--- src/rtl/irq_route_pkg.sv ---
// Shared constants for the interrupt router: default sizes and register offsets.
// Assumes an 8-bit byte-offset address space and at most 8 cores.
package irq_route_pkg;
    localparam int DEF_NIRQ   = 32;
    localparam int DEF_NCORE  = 4;
    localparam int DEF_NLINE  = 4;
    localparam int DEF_ADDR_W = 8;
    localparam int DEF_DATA_W = 32;

    localparam int OFS_GSTAT   = 'h20;
    localparam int OFS_MASK    = 'h24;
    localparam int OFS_SET     = 'h28;
    localparam int OFS_CLR     = 'h2C;
    localparam int OFS_PCORE   = 'h40;
    localparam int PCORE_STEP  = 8;
endpackage

--- src/rtl/irq_sync.sv ---
// Two-flop synchronizer for a vector of asynchronous level inputs.
// Assumes each bit is an independent level; no bus coherency is implied.
module irq_sync #(
    parameter int W = 32
) (
    input  logic         clk,
    input  logic         rst_n,
    input  logic [W-1:0] d,
    output logic [W-1:0] q
);
    logic [W-1:0] meta_q;

    // Capture the pins, then retime once more into the clock domain.
    always_ff @(posedge clk) begin
        if (!rst_n) begin
            meta_q <= '0;
            q      <= '0;
        end else begin
            meta_q <= d;
            q      <= meta_q;
        end
    end
endmodule

--- src/rtl/irq_route_regs.sv ---
// Holds the per-input route bytes and the enable mask, and decodes writes.
// Assumes route bytes are written only by byte accesses and the mask only by
// aligned word accesses to the set/clear aliases; everything else is dropped.
module irq_route_regs
    import irq_route_pkg::*;
#(
    parameter int NIRQ   = DEF_NIRQ,
    parameter int NCORE  = DEF_NCORE,
    parameter int NLINE  = DEF_NLINE,
    parameter int ADDR_W = DEF_ADDR_W,
    parameter int DATA_W = DEF_DATA_W,
    localparam int RB    = NCORE + NLINE
) (
    input  logic                     clk,
    input  logic                     rst_n,
    input  logic                     wr_en,
    input  logic                     acc_word,
    input  logic [ADDR_W-1:0]        addr,
    input  logic [DATA_W-1:0]        wdata,
    output logic [NIRQ-1:0][RB-1:0]  route,
    output logic [NIRQ-1:0]          ien
);
    logic word_ok;
    assign word_ok = acc_word && (addr[1:0] == 2'b00);

    // Byte writes in the route range update one route byte.
    always_ff @(posedge clk) begin
        if (!rst_n) begin
            route <= '0;
        end else if (wr_en && !acc_word) begin
            for (int i = 0; i < NIRQ; i++) begin
                if (addr == ADDR_W'(i)) route[i] <= wdata[RB-1:0];
            end
        end
    end

    // Aligned word writes to the aliases set or clear mask bits.
    always_ff @(posedge clk) begin
        if (!rst_n) begin
            ien <= '0;
        end else if (wr_en && word_ok) begin
            if (addr == ADDR_W'(OFS_SET))      ien <= ien | wdata[NIRQ-1:0];
            else if (addr == ADDR_W'(OFS_CLR)) ien <= ien & ~wdata[NIRQ-1:0];
        end
    end

    AST_BYTE_KEEPS_MASK: assert property (@(posedge clk) disable iff (!rst_n)
        (wr_en && !acc_word) |=> $stable(ien));
    AST_SET_RAISES: assert property (@(posedge clk) disable iff (!rst_n)
        (wr_en && acc_word && addr == ADDR_W'(OFS_SET))
        |=> ((ien & $past(wdata[NIRQ-1:0])) == $past(wdata[NIRQ-1:0])));
    AST_CLR_DROPS: assert property (@(posedge clk) disable iff (!rst_n)
        (wr_en && acc_word && addr == ADDR_W'(OFS_CLR))
        |=> ((ien & $past(wdata[NIRQ-1:0])) == '0));
    AST_WORD_KEEPS_ROUTE: assert property (@(posedge clk) disable iff (!rst_n)
        (wr_en && acc_word) |=> $stable(route));
endmodule

--- src/rtl/irq_route_core.sv ---
// Masks the synchronized levels, builds global and per-core status, and
// drives the registered core x line output grid.
// Assumes route byte bits [NCORE-1:0] pick cores and the upper bits pick lines.
module irq_route_core #(
    parameter int NIRQ  = 32,
    parameter int NCORE = 4,
    parameter int NLINE = 4,
    localparam int RB   = NCORE + NLINE,
    localparam int NOUT = NCORE * NLINE
) (
    input  logic                       clk,
    input  logic                       rst_n,
    input  logic [NIRQ-1:0]            pins,
    input  logic [NIRQ-1:0]            ien,
    input  logic [NIRQ-1:0][RB-1:0]    route,
    output logic [NIRQ-1:0]            gstat,
    output logic [NCORE-1:0][NIRQ-1:0] core_stat,
    output logic [NOUT-1:0]            irq_out
);
    logic [NLINE-1:0] line_any;
    logic [NOUT-1:0]  out_d;

    assign gstat = pins & ien;

    // Split the pending set by core bit and OR it by line bit.
    always_comb begin
        line_any  = '0;
        core_stat = '0;
        for (int i = 0; i < NIRQ; i++) begin
            for (int c = 0; c < NCORE; c++)
                core_stat[c][i] = gstat[i] & route[i][c];
            for (int l = 0; l < NLINE; l++)
                line_any[l] = line_any[l] | (gstat[i] & route[i][NCORE+l]);
        end
    end

    for (genvar c = 0; c < NCORE; c++) begin : g_core
        for (genvar l = 0; l < NLINE; l++) begin : g_line
            assign out_d[c*NLINE+l] = (|core_stat[c]) & line_any[l];

            AST_OUT_NEEDS_CORE: assert property (@(posedge clk) disable iff (!rst_n)
                irq_out[c*NLINE+l] |-> $past(|core_stat[c]));
        end
        AST_PCORE_IN_GLOBAL: assert property (@(posedge clk) disable iff (!rst_n)
            (core_stat[c] & ~gstat) == '0);
    end

    // Register the grid so outputs change only on clock edges.
    always_ff @(posedge clk) begin
        if (!rst_n) irq_out <= '0;
        else        irq_out <= out_d;
    end
endmodule

--- src/rtl/irq_route_hub.sv ---
// Top of the interrupt router: synchronizer, register file, routing core and
// the registered read-data mux.
// Assumes no ready handshake: one access per strobe, read data the next cycle.
module irq_route_hub
    import irq_route_pkg::*;
#(
    parameter int NIRQ   = DEF_NIRQ,
    parameter int NCORE  = DEF_NCORE,
    parameter int NLINE  = DEF_NLINE,
    parameter int ADDR_W = DEF_ADDR_W,
    parameter int DATA_W = DEF_DATA_W,
    localparam int RB    = NCORE + NLINE,
    localparam int NOUT  = NCORE * NLINE
) (
    input  logic              clk,
    input  logic              rst_n,
    input  logic [NIRQ-1:0]   irq_in,
    input  logic              wr_en,
    input  logic              rd_en,
    input  logic              acc_word,
    input  logic [ADDR_W-1:0] addr,
    input  logic [DATA_W-1:0] wdata,
    output logic [DATA_W-1:0] rdata,
    output logic [NOUT-1:0]   irq_out
);
    logic [NIRQ-1:0]            pins;
    logic [NIRQ-1:0][RB-1:0]    route;
    logic [NIRQ-1:0]            ien;
    logic [NIRQ-1:0]            gstat;
    logic [NCORE-1:0][NIRQ-1:0] core_stat;
    logic [DATA_W-1:0]          rd_val;

    irq_sync #(.W(NIRQ)) sync_i (
        .clk(clk), .rst_n(rst_n), .d(irq_in), .q(pins)
    );

    irq_route_regs #(.NIRQ(NIRQ), .NCORE(NCORE), .NLINE(NLINE),
                     .ADDR_W(ADDR_W), .DATA_W(DATA_W)) regs_i (
        .clk(clk), .rst_n(rst_n), .wr_en(wr_en), .acc_word(acc_word),
        .addr(addr), .wdata(wdata), .route(route), .ien(ien)
    );

    irq_route_core #(.NIRQ(NIRQ), .NCORE(NCORE), .NLINE(NLINE)) core_i (
        .clk(clk), .rst_n(rst_n), .pins(pins), .ien(ien), .route(route),
        .gstat(gstat), .core_stat(core_stat), .irq_out(irq_out)
    );

    // Select the read value by size, alignment and offset.
    always_comb begin
        rd_val = '0;
        if (!acc_word) begin
            for (int i = 0; i < NIRQ; i++)
                if (addr == ADDR_W'(i)) rd_val = DATA_W'(route[i]);
        end else if (addr[1:0] == 2'b00) begin
            if (addr == ADDR_W'(OFS_GSTAT)) rd_val = DATA_W'(gstat);
            if (addr == ADDR_W'(OFS_MASK))  rd_val = DATA_W'(ien);
            for (int c = 0; c < NCORE; c++)
                if (addr == ADDR_W'(OFS_PCORE + c*PCORE_STEP))
                    rd_val = DATA_W'(core_stat[c]);
        end
    end

    // Return read data one cycle after the strobe, zero otherwise.
    always_ff @(posedge clk) begin
        if (!rst_n)     rdata <= '0;
        else if (rd_en) rdata <= rd_val;
        else            rdata <= '0;
    end

    AST_RDATA_IDLE: assert property (@(posedge clk) disable iff (!rst_n)
        !rd_en |=> (rdata == '0));
    AST_GSTAT_MASKED: assert property (@(posedge clk) disable iff (!rst_n)
        (rd_en && acc_word && addr == ADDR_W'(OFS_GSTAT))
        |=> ((rdata[NIRQ-1:0] & ~$past(ien)) == '0));
endmodule

--- config.mk ---
export PLATFORM = sky130hd
export DESIGN_NAME = irq_route_hub
export DESIGN_NICKNAME = d
export VERILOG_FILES = /design/src/rtl/irq_route_pkg.sv /design/src/rtl/irq_sync.sv /design/src/rtl/irq_route_regs.sv /design/src/rtl/irq_route_core.sv /design/src/rtl/irq_route_hub.sv
export SDC_FILE = /design/constraint.sdc
export NUM_CORES = 1
export LEC_CHECK = 0
export BUFFER_PORTS_ARGS = -buffer_cell sky130_fd_sc_hd__buf_4
export CAP_MARGIN = 20
export CORE_MARGIN = 8
export CORE_UTILIZATION = 59
export CTS_CLUSTER_DIAMETER = 120
export DETAILED_ROUTE_END_ITERATION = 12
export PLACE_DENSITY = 0.81
export SYNTH_ARGS = -nofsm -noshare
export SYNTH_HDL_FRONTEND = slang
export SYNTH_HIERARCHICAL = 1
export SYNTH_SLANG_ARGS = --single-unit
--- constraint.sdc ---
create_clock -name clk -period 3.6 [get_ports clk]
set_clock_uncertainty 0.05 [all_clocks]
set_input_delay 0.9 -clock clk [delete_from_list [all_inputs] [get_ports clk]]
set_output_delay 0.9 -clock clk [all_outputs]
set_load 0.005 [all_outputs]
Word-level counts from Yosys, hierarchy flattened
Cells that the tools add are included.
Widths: inputs -> output; s select.
{ "totals": {"register_bits": 400, "latch_bits": 0, "mem_bits_rw": 0, "rom_bits": 0, "inputBits": 77, "output_inout_bits": 48, "word_cells": 563, "memories": 0} }
{ "classes": {"addsub": 0, "multipliers": 0, "n_div": 0, "order_cmp": 0, "eq_ne": 39, "shifts": 0, "muxes": 42, "bitwise": 400, "reduce_logical": 45} }
{ "ops": {"columns": ["operator", "n"], "rows": [
  ["$mux 32", 41],
  ["$and 1x1->1", 272],
  ["$eq 8x5->1 const B", 16],
  ["$reduce_or 32->1", 4],
  ["$or 1x1->1", 124],
  ["$reduce_and 2->1", 34],
  ["$and 32x32->32", 2],
  ["$eq 8x4->1 const B", 8],
  ["$eq 8x3->1 const B", 4],
  ["$eq 8x6->1 const B", 4],
  ["$eq 8x7->1 const B", 4],
  ["$not 32->32", 1],
  ["$or 32x32->32", 1],
  ["$eq 8x2->1 const B", 2],
  ["$eq 8x1->1 const B", 1],
  ["$logic_not 8->1", 1],
  ["$mux 8", 1],
  ["$logic_and 1x1->1", 3],
  ["$logic_not 2->1", 1],
  ["$reduce_bool 2->1", 1],
  ["$logic_not 1->1", 1]
]} }

Depth between registers and ports, before layout
{ "depth": {"ltp_word": 34, "depth_mapped": 12, "ltp_nobuf": 7} }

Modules after synthesis
The synthesis kept the hierarchy.
{ "by_module_without_submodules": {"columns": ["module", "n_inst", "cells_each", "area_each_um2", "seq_area_each_um2"], "rows": [
  ["irq_route_regs", 1, 1078, 11397.2, 5765.5],
  ["irq_route_hub", 1, 705, 5006.1, 640.6],
  ["irq_route_core", 1, 352, 2521.2, 320.3],
  ["irq_sync", 1, 134, 1791.7, 1281.2]
]} }

Worst setup path before layout
Ideal clock, no wire load.
{ "synth_path": {"path_kind": "input to register", "startpoint": "input port addr[4]", "endpoint": "register rdata[1]", "setup_time_ns": 0.127, "t_arrival_ns": 2.708, "required_ns": 3.423, "slack_ns": 0.715, "stages": 9, "n_path_buf": 2, "cell_sequence": "buf_4 -> or4_1 -> buf_2 -> or3_4 -> o21a_1 -> a221oi_2 -> o21ai_1 -> a211oi_2 -> o32ai_1"} }
{ "synth_between": {"elab_chain_cells": 34, "elab_cells_between_ends": 78, "cone_classes": "eq/ne: 37; mux: 40; reduce/logical: 1"} }
{ "synth_lines": {"columns": ["item", "line", "text"], "rows": [
  ["start, declared", "irq_route_hub.sv:21", "input logic [ADDR_W-1:0] addr,"],
  ["$logic_not 8->1", "irq_route_hub.sv:53", "if (addr == ADDR_W'(i)) rd_val = DATA_W'(route[i]);"],
  ["$mux 8", "irq_route_hub.sv:53", null],
  ["$mux 32 (31 in a row)", "irq_route_hub.sv:53", null],
  ["$mux 32 *", "irq_route_hub.sv:51", "if (!acc_word) begin"],
  ["end signal, assigned", "irq_route_hub.sv:66", "else if (rd_en) rdata <= rd_val;"],
  ["end, declared", "irq_route_hub.sv:23", "output logic [DATA_W-1:0] rdata,"]
]} }
Every way passes the cells marked *; elsewhere a longest branch is shown, timed or not.
A chain may end at the register's enable or synchronous reset.

Final worst setup path
{ "layout_path": {"startpoint": "input port addr[7]", "endpoint": "register rdata[3]"} }
The elaborated chain is that of the path after synthesis.

==> results.md <==
* Largest net degree at the start of global routing at 81
* Die area at 41,400 µm²
* Final Hold Fails at 0
* Register area share after synthesis at 38.7%
* Initial Util at 60.0%
* Nets at 2,440
* Worst slew pin tran at 1.28 ns
* Most frequent CP cell: buf_4
* Async SR Flop Fraction at 0%
* Number of global-route vias before repair at 19,900
* Setup TNS at 0 ns
* Mean number of vias per cell at 7.35
* Chip width at 203 µm
* Post-DRT Antenna Nets at 0
* CTS tree: done
* PortBufs at 124
* Bufs and invs on worst path at 3
* Max stage delay on crit path at 0.87 ns
* Unrepaired setup endpoints after global routing: no
* I/O pin count at 125
* Final Setup Violations at 0
* Layout cells sized above 1 at 19.7%
* ANT cells at 0
* Slew Limit Fails at 0
* Synth cell types at 93
* Initial antenna violation count at 1
* Clk root buf: clkbuf_16
* Total CTS buffers at 42
* Clk slew on worst S/H paths at 0.06 ns
* CP Launch Point: addr[7]
* Number of synthesized register bits at 400
* Max FO, Critical Path at 9
* Slew headroom at 13.6%
* Hold_buf cts at 0
* Worst setup SP type: input port
* Drt pass-1 iters at 12
* Vias at 20,900
* Grt ovf at 0
* CP cell instances: buf_4 -> or4b_1 -> buf_4 -> nor2_1 -> buf_4 -> a22o_1 -> a21oi_1 -> a31oi_1 -> o31ai_1 -> a21oi_1
* Power Dens Cells at 420 nW/µm²
* Hold Path Class: reg2reg
* Ranking of synthesized cells by area: dfxtp_1, mux2i_1, nand2_1, and3_1, a22oi_1
* Rows at 68
* Syn-to-layout area delta at 14.7%
* Min-delay src: sync_i/meta_q[13]
* DP HPWL at 68.9 mm
* Worst vdd ir at 0.429 mV
* CTS sink cnt at 400
* Clk_lat worst skew at 0.60 ns
* Core area at 34,500 µm²
* Data arrival, critical path at 3.43 ns
* Synthesized area per cell at 9.13 µm²
* Die height at 203 µm
* Synth Flop Type: dfxtp_1
* Max Freq at 336 MHz
* Fill cell count at 2,746
* Setup Fix Bufs, Post-CTS at 0
* Worst EP required at 4.06 ns
* Post-Route WL at 93.6 mm
* Delay-heaviest family, CP: simple AND/OR/NAND/NOR gates
* Post_cts resized at 0
* Synth warn at 6
* CTS H-tree depth at 2
* Max Cap Viol at 0
* Setup CP Type: in2reg
* EDFF count, synth at 0
* Leakage power at 10.4 nW
* Synth area leader: dfxtp_1
* Slowest-stage cell, CP: or4b_1
* GRT Util Overall at 43.3%
* Wirelength per Cell at 32.8 µm
* Period minus WS final at 2.98 ns
* Status: finished clean
* Post-Syn Area at 20,700 µm²
* Pwr Total at 0.00999 W
* Routability cong. at 1.13
* Number of remaining DRC errors at 0
* Initial DRC Count at 3,846
* Cells after Synth at 2,269
* CTS Buffer Depth at 3
* First-pass GRT wire length at 134 mm
* Most common library cell in the layout ignoring fill and taps: dfxtp_1
* Crit end category: register
* Syn_nets at 2,346
* Most frequent cells in the layout: dfxtp_1, nand2_1, mux2i_1
* Tcrit/Tclk final at 82.7%
* Share of the synthesized area in the top cell type at 38.7%
-- power by group --
part	internal, W	total, W	switching, W	leakage [nW]
clock network	0.00285	0.00481	0.00196	0.720
registers	0.00446	0.00449	0.0000262	3.23
logic	0.000219	0.000688	0.000469	6.48
-- state kept, by name, indices dropped and copies added, names as in the netlist, named ones only --
register,flops
sync_i/meta_q,32
regs_i/route,256
rdata,32
core_i/irq_out,16
sync_i/q,32
-- area by class of cell --
cell class              instances  area [µm²]  share of cell area, %
well taps                     455         569                   2.40
multi-input cells            1654       11600                   48.9
clock inverters                22         332                   1.40
repair buffers                257        2040                   8.58
flip-flops and latches        400        8010                   33.7
inverters                       8        30.0                  0.126
clock buffers                  53        1150                   4.86
-- layer usage --
metal / vias up / routed length, µm / GRT usage (%)
met5: - / 0 / 0
met4: 0 / 8050 / 28.7
met3: 576 / 13300 / 15.3
met2: 1863 / 40000 / 65.9
met1: 9896 / 32300 / 51.1
li1: 8608 / - / -
-- Yosys cell counts (23+ instances only) --
cell type  instances
a21oi_1           85
a222oi_1          51
a22oi_1           86
and2_1            38
and2_2            65
and3_1           133
and4_1            36
buf_2             39
clkbuf_1         113
dfxtp_1          400
mux2i_1          284
nand2_1          352
nand3_1           50
nand4_1           25
nor2_1            64
nor4_1            30
o21ai_0           51
o22ai_1           23
o32ai_1           34
-- worst paths after layout --
check,to,slack (ns),cells past startpoint
max,rdata[3],0.62,10
min,sync_i/q[13],0.40,1
max reg2reg,core_i/irq_out[1],0.66,5
min reg2reg,sync_i/q[13],0.40,1
-- stage by stage --
step / utilization [%] / worst slack, ns / instances / instance area, µm² / hold slack, ns
CTS: 68.8 / 0.758 / 2849 / 23800 / 0.399
global placement: 64.5 / 0.203 / 2774 / 22300 / 0.378
detailed placement: 64.5 / 0.182 / 2774 / 22300 / 0.383
finish: 68.8 / 0.624 / 2849 / 23800 / 0.398
global route: 68.8 / 0.634 / 2849 / 23800 / 0.406
floorplan: - / 0.715 / 2269 / 20700 / 0.370
-- cells by family (layout without fill, tap and decap cells) --
kind of cell / Yosys count / after routing / synth area share (%)
xor gates and xnor gates: 1 / 1 / 0.0423
muxes: 302 / 302 / 15.1
and+or+nand+nor: 913 / 913 / 25.4
DFF: 400 / 400 / 38.7
buffers and inverters: 215 / 340 / 5.43
AOI/OAI and AO/OA: 438 / 438 / 15.4
Power figures use the tool's default switching activity.
